File: src/rtl/mbist_pkg.sv
package mbist_pkg;

    typedef enum logic [2:0] {
        ST_IDLE,
        ST_WRITE,
        ST_READ,
        ST_DRAIN,
        ST_DONE
    } bist_st_e;

    // Feedback taps among bits [w-1:1]; bit 0 always feeds back.
    // Each entry realises a primitive trinomial or pentanomial of degree w.
    function automatic logic [15:0] tap_mask(input int w);
        case (w)
            2:       return 16'h0002;
            3:       return 16'h0004;
            4:       return 16'h0008;
            5:       return 16'h0008;
            6:       return 16'h0020;
            7:       return 16'h0040;
            8:       return 16'h0070;
            9:       return 16'h0020;
            10:      return 16'h0080;
            default: return 16'h0000;
        endcase
    endfunction

endpackage

File: src/rtl/ud_cfsr_next.sv
module ud_cfsr_next #(
    parameter int AW = 4
) (
    input  logic [AW-1:0] cur,
    input  logic          down,
    output logic [AW-1:0] nxt
);
    import mbist_pkg::*;

    localparam logic [15:0]   TAP_ALL = tap_mask(AW);
    localparam logic [AW-1:0] TAPS    = TAP_ALL[AW-1:0];

    logic          fwd_bit;
    logic          back_bit;
    logic [AW-2:0] upper_old;

    always_comb begin
        // forward: shift toward bit 0, new bit into the top
        fwd_bit   = cur[0] ^ (^(cur & TAPS)) ^ ~(|cur[AW-1:1]);
        // backward: rebuild the bit that left at bit 0
        upper_old = cur[AW-2:0];
        back_bit  = cur[AW-1] ^ (^({upper_old, 1'b0} & TAPS)) ^ ~(|upper_old);
        if (down) begin
            nxt = {upper_old, back_bit};
        end else begin
            nxt = {fwd_bit, cur[AW-1:1]};
        end
    end

endmodule

File: src/rtl/mutual_cmp.sv
module mutual_cmp #(
    parameter int AW = 4,
    parameter int DW = 8
) (
    input  logic          clk,
    input  logic          rst_n,
    input  logic          clear,
    input  logic          rd_vld,
    input  logic [AW-1:0] rd_addr,
    input  logic [DW-1:0] rdata_a,
    input  logic [DW-1:0] rdata_b,
    output logic          err,
    output logic [AW-1:0] err_addr
);
    typedef struct packed {
        logic          vld;
        logic [AW-1:0] paddr;
        logic          err;
        logic [AW-1:0] eaddr;
    } cmp_t;

    cmp_t cmp_d, cmp_q;

    always_comb begin
        cmp_d       = cmp_q;
        cmp_d.vld   = rd_vld;
        cmp_d.paddr = rd_addr;
        if (clear) begin
            cmp_d.err   = 1'b0;
            cmp_d.eaddr = '0;
        end else if (cmp_q.vld && (rdata_a != rdata_b) && !cmp_q.err) begin
            cmp_d.err   = 1'b1;
            cmp_d.eaddr = cmp_q.paddr;
        end
    end

    always_ff @(posedge clk or negedge rst_n) begin
        if (!rst_n) begin
            cmp_q <= '0;
        end else begin
            cmp_q <= cmp_d;
        end
    end

    assign err      = cmp_q.err;
    assign err_addr = cmp_q.eaddr;

endmodule

File: src/rtl/dual_mem_bist.sv
module dual_mem_bist #(
    parameter int AW = 4,
    parameter int DW = 8
) (
    input  logic          clk,
    input  logic          rst_n,
    input  logic          start,
    input  logic          rev_first,
    input  logic [DW-1:0] pattern,
    output logic [AW-1:0] addr,
    output logic          wr_en,
    output logic          rd_en,
    output logic [DW-1:0] wr_data,
    input  logic [DW-1:0] rdata_a,
    input  logic [DW-1:0] rdata_b,
    output logic          busy,
    output logic          done,
    output logic          err,
    output logic [AW-1:0] err_addr
);
    import mbist_pkg::*;

    localparam logic [AW-1:0] LAST_IDX = {AW{1'b1}};

    typedef struct packed {
        bist_st_e      st;
        logic [AW-1:0] addr;
        logic [AW-1:0] cnt;
        logic          rev;
    } ctl_t;

    ctl_t          ctl_d, ctl_q;
    logic          step_down;
    logic [AW-1:0] addr_nxt;
    logic          accept;

    ud_cfsr_next #(.AW(AW)) u_step (
        .cur  (ctl_q.addr),
        .down (step_down),
        .nxt  (addr_nxt)
    );

    always_comb begin
        accept    = start && ((ctl_q.st == ST_IDLE) || (ctl_q.st == ST_DONE));
        step_down = (ctl_q.st == ST_READ) ? ~ctl_q.rev : ctl_q.rev;
        ctl_d     = ctl_q;
        case (ctl_q.st)
            ST_IDLE, ST_DONE: begin
                if (accept) begin
                    ctl_d.st   = ST_WRITE;
                    ctl_d.addr = '0;
                    ctl_d.cnt  = '0;
                    ctl_d.rev  = rev_first;
                end
            end
            ST_WRITE: begin
                ctl_d.addr = addr_nxt;
                ctl_d.cnt  = ctl_q.cnt + 1'b1;
                if (ctl_q.cnt == LAST_IDX) begin
                    ctl_d.st = ST_READ;
                end
            end
            ST_READ: begin
                ctl_d.addr = addr_nxt;
                ctl_d.cnt  = ctl_q.cnt + 1'b1;
                if (ctl_q.cnt == LAST_IDX) begin
                    ctl_d.st = ST_DRAIN;
                end
            end
            ST_DRAIN: begin
                ctl_d.st = ST_DONE;
            end
            default: begin
                ctl_d.st = ST_IDLE;
            end
        endcase
    end

    always_ff @(posedge clk or negedge rst_n) begin
        if (!rst_n) begin
            ctl_q <= '{st: ST_IDLE, addr: '0, cnt: '0, rev: 1'b0};
        end else begin
            ctl_q <= ctl_d;
        end
    end

    assign addr    = ctl_q.addr;
    assign wr_en   = (ctl_q.st == ST_WRITE);
    assign rd_en   = (ctl_q.st == ST_READ);
    assign busy    = wr_en || rd_en || (ctl_q.st == ST_DRAIN);
    assign done    = (ctl_q.st == ST_DONE);
    assign wr_data = pattern ^ DW'(ctl_q.addr);

    mutual_cmp #(.AW(AW), .DW(DW)) u_cmp (
        .clk      (clk),
        .rst_n    (rst_n),
        .clear    (accept),
        .rd_vld   (rd_en),
        .rd_addr  (ctl_q.addr),
        .rdata_a  (rdata_a),
        .rdata_b  (rdata_b),
        .err      (err),
        .err_addr (err_addr)
    );

endmodule

File: config.mk
export PLATFORM = sky130hd
export DESIGN_NAME = dual_mem_bist
export DESIGN_NICKNAME = d
export VERILOG_FILES = /design/src/rtl/mbist_pkg.sv /design/src/rtl/ud_cfsr_next.sv /design/src/rtl/mutual_cmp.sv /design/src/rtl/dual_mem_bist.sv
export SDC_FILE = /design/constraint.sdc
export NUM_CORES = 1
export LEC_CHECK = 0
export BUFFER_PORTS_ARGS = -buffer_cell sky130_fd_sc_hd__buf_2
export CORE_UTILIZATION = 45
export CTS_CLUSTER_DIAMETER = 120
export DETAILED_ROUTE_END_ITERATION = 10
export HOLD_SLACK_MARGIN = 0.12
export PLACE_DENSITY = 0.72
export SYNTH_ARGS = -nofsm -noshare
export SYNTH_HDL_FRONTEND = slang
export SYNTH_HIERARCHICAL = 1
export SYNTH_SLANG_ARGS = --single-unit
File: constraint.sdc
create_clock -name clk -period 3.58 [get_ports clk]
set_input_delay 0.716 -clock clk [delete_from_list [all_inputs] [get_ports clk]]
set_output_delay 0.716 -clock clk [all_outputs]
set_load 0.1 [all_outputs]
==> results.json <==
{
  "dp_slack_ps": 1310,
  "power_per_cell_area_nw_per_um2": 967,
  "grt_pass1_vias": 1112,
  "setup_tns_ps": 0,
  "grt_remaining_overflow": 0,
  "cts_root_buffer": "clkbuf_4",
  "syn_nets": 184,
  "hold_path.class": "in2async",
  "path_depth": 2,
  "path_clk_slew_ps": 130,
  "cts_resized": 0,
  "r2r_slack_ps": 1180,
  "setup.worst_path.end_class": "output port",
  "cts_tree": "yes",
  "ys_ff_latch": 22,
  "dr.pass1.iters": 4,
  "worst_hold_slack_ps": 340,
  "die_h_um": 59.2,
  "ir_worst_vdd_mv": 0.583,
  "critical_path.top_delay_family": "flip-flops",
  "syn_area_per_cell_sq_um": 9.50,
  "setup_viol": 0,
  "critPathMaxFanout": 17,
  "gp_congestion": 0.761,
  "netlist_top_cells_area": "dfrtp_1 37%, buf_4 6.6%, mux2i_1 4.8%",
  "cts_buffer_depth": 2,
  "layout_common_cells": "40 x buf_2, 22 x dfrtp_1, 13 x nor2_1, 11 x nand2b_1",
  "grt_pass1_wl_um": 4760,
  "finalMaxSlewViolations": 0,
  "cts_hold_buf": 0,
  "rows": 20,
  "fin_ws_ps": 985,
  "vias": 1208,
  "placedCellCount": 221,
  "max_freq_mhz": 385,
  "drive_gt1_frac": 0.287,
  "rsz0062_at_grt": "no",
  "ys_seq_area_frac": 0.374,
  "num_antenna_cells": 0,
  "core_area_sq_um": 3080,
  "netlist.area_leader.share": 0.374,
  "final_cells": 225,
  "cap_violations": 0,
  "die_x_um": 59.2,
  "wl_per_cell_um": 13.2,
  "critical_path.slowest_cell": "dfrtp_1",
  "dp_hpwl_um": 2120,
  "arrival_ps": 1880,
  "crit_chain": "nor3b_2 -> buf_2",
  "vias_per_cell": 5.37,
  "finalNetCount": 211,
  "multi_input_area_sq_um": 761,
  "grt_max_degree": 23,
  "outcome": "finished clean",
  "port_buffers": 40,
  "syn_area_sq_um": 1470,
  "antenna_found_initial": 0,
  "fillers": 271,
  "synthArstFlopShare": 1.00,
  "die_area_sq_um": 3510,
  "cts_buffers": 3,
  "final_common_cell": "buf_2",
  "post_cts_buffers": 0,
  "period_minus_slack_ps": 2590,
  "yosysUniqueCellTypes": 35,
  "wl_um": 2970,
  "path_class": "reg2out",
  "grt_usage": 0.178,
  "initial_utilization": 0.478,
  "syn_to_final_growth_pct": 11.7,
  "syn-instance-count": 155,
  "timing.rr.start": "ctl_q[10]$_DFFE_PN0P_",
  "regArea_sq_um": 551,
  "drc": 0,
  "synth-edff-count": 0,
  "regToRegEndpoint": "addr[2]$_DFFE_PN0P_",
  "maxSlewHeadroom": 0.572,
  "fin_crit_sh": 0.725,
  "worst_slew_pin_slew_ps": 642,
  "reg2reg_depth": 6,
  "drtIter0Drc": 36,
  "critPathLaunch": "ctl_q[10]$_DFFE_PN0P_",
  "finClkSkew_ps": 5.17,
  "cts_sinks": 22,
  "critPathLaunchType": "flip-flop",
  "io_pins": 49,
  "yosys.area.top_type": "dfrtp_1",
  "yosysWarningCount": 6,
  "final_hold_viol_count": 0,
  "htree_levels": 1,
  "critPathBufInv": 1,
  "critPathCapture": "rd_en",
  "critical_path.max_stage_delay_ps": 710,
  "cp.required_ps": 2860,
  "clock_latency_ps": 310,
  "leakage_nw": 0.747,
  "synthFlopType": "dfrtp_1",
  "ant_nets": 0
}
==> cells by family after synthesis <==
| family | share of synthesized area |
|---|---|
| XOR/XNOR | 0.0773 |
| AO/OA/AOI/OAI | 0.179 |
| AND/OR/NAND/NOR | 0.196 |
| buffers and inverters | 0.110 |
| multiplexers | 0.0552 |
| flip-flops | 0.374 |
| adder cells (fa/ha/maj) | 0.00849 |
==> Yosys cell counts (2+ instances only) <==
cell and instances:
o21a_1 5, mux2i_1 7, inv_1 6, o21ai_0 5, nor3b_1 4, xor2_1 5
o32ai_1 6, buf_2 3, dfrtp_1 22, nand2_1 7, nor3b_2 2, nor3_1 6
nor2_1 13, a21oi_1 4, a211oi_1 8, buf_4 13, nand4_1 2, nand3b_1 2
nand2b_1 11, buf_6 2, xnor2_1 8
==> per-stage QoR <==
stage	instance area, sq um	power [W]	util
3_3_place_gp	1590	0.00138	0.517
2_1_floorplan	1470	0.00131	-
5_1_grt	1650	0.00168	0.535
3_5_place_dp	1590	0.00140	0.517
4_1_cts	1650	0.00159	0.535
6_report	1650	0.00159	0.535
==> per-layer routing <==
metal	vias to the layer above	track usage	routed length [um]
li1	589	-	-
met1	573	0.216	1340
met2	40	0.321	1450
met3	6	0.0284	157
met4	0	0.0544	30
met5	-	0	0
==> where the power goes <==
group | total, W | switching, W | internal [W]
Combinational | 0.000932 | 0.000672 | 0.000259
Clock | 0.000190 | 0.0000768 | 0.000113
Sequential | 0.000470 | 0.000140 | 0.000330
==> sequential cells by signal (all words and copies together) (netlist names) <==
register,cells
ctl_q,8
u_cmp/err_addr,4
u_cmp/err,1
addr,4
u_cmp/cmp_q,5
==> how the worst min path moves through the flow <==
stage | to | slack [ps] | depth (start not counted)
5_1_grt | u_cmp/err_addr[0]$_DFFE_PN0P_ | 370 | 1
3_3_place_gp | u_cmp/err_addr[2]$_DFFE_PN0P_ | 500 | 2
2_1_floorplan | addr[0]$_DFFE_PN0P_ | 420 | 0
6_report | u_cmp/err$_DFFE_PN0P_ | 340 | 1
3_5_place_dp | u_cmp/err_addr[1]$_DFFE_PN0P_ | 520 | 2
4_1_cts | u_cmp/err$_DFFE_PN0P_ | 350 | 1
==> final cells by class <==
type | count | share of cell area
multi-input combinational | 108 | 0.462
sequential | 22 | 0.335
timing repair buffer | 40 | 0.122
tap | 44 | 0.0335
clock inverter | 1 | 0.0183
inverter | 7 | 0.0160
clock buffer | 3 | 0.0137
Note: power is estimated with default switching activity, not from simulation.
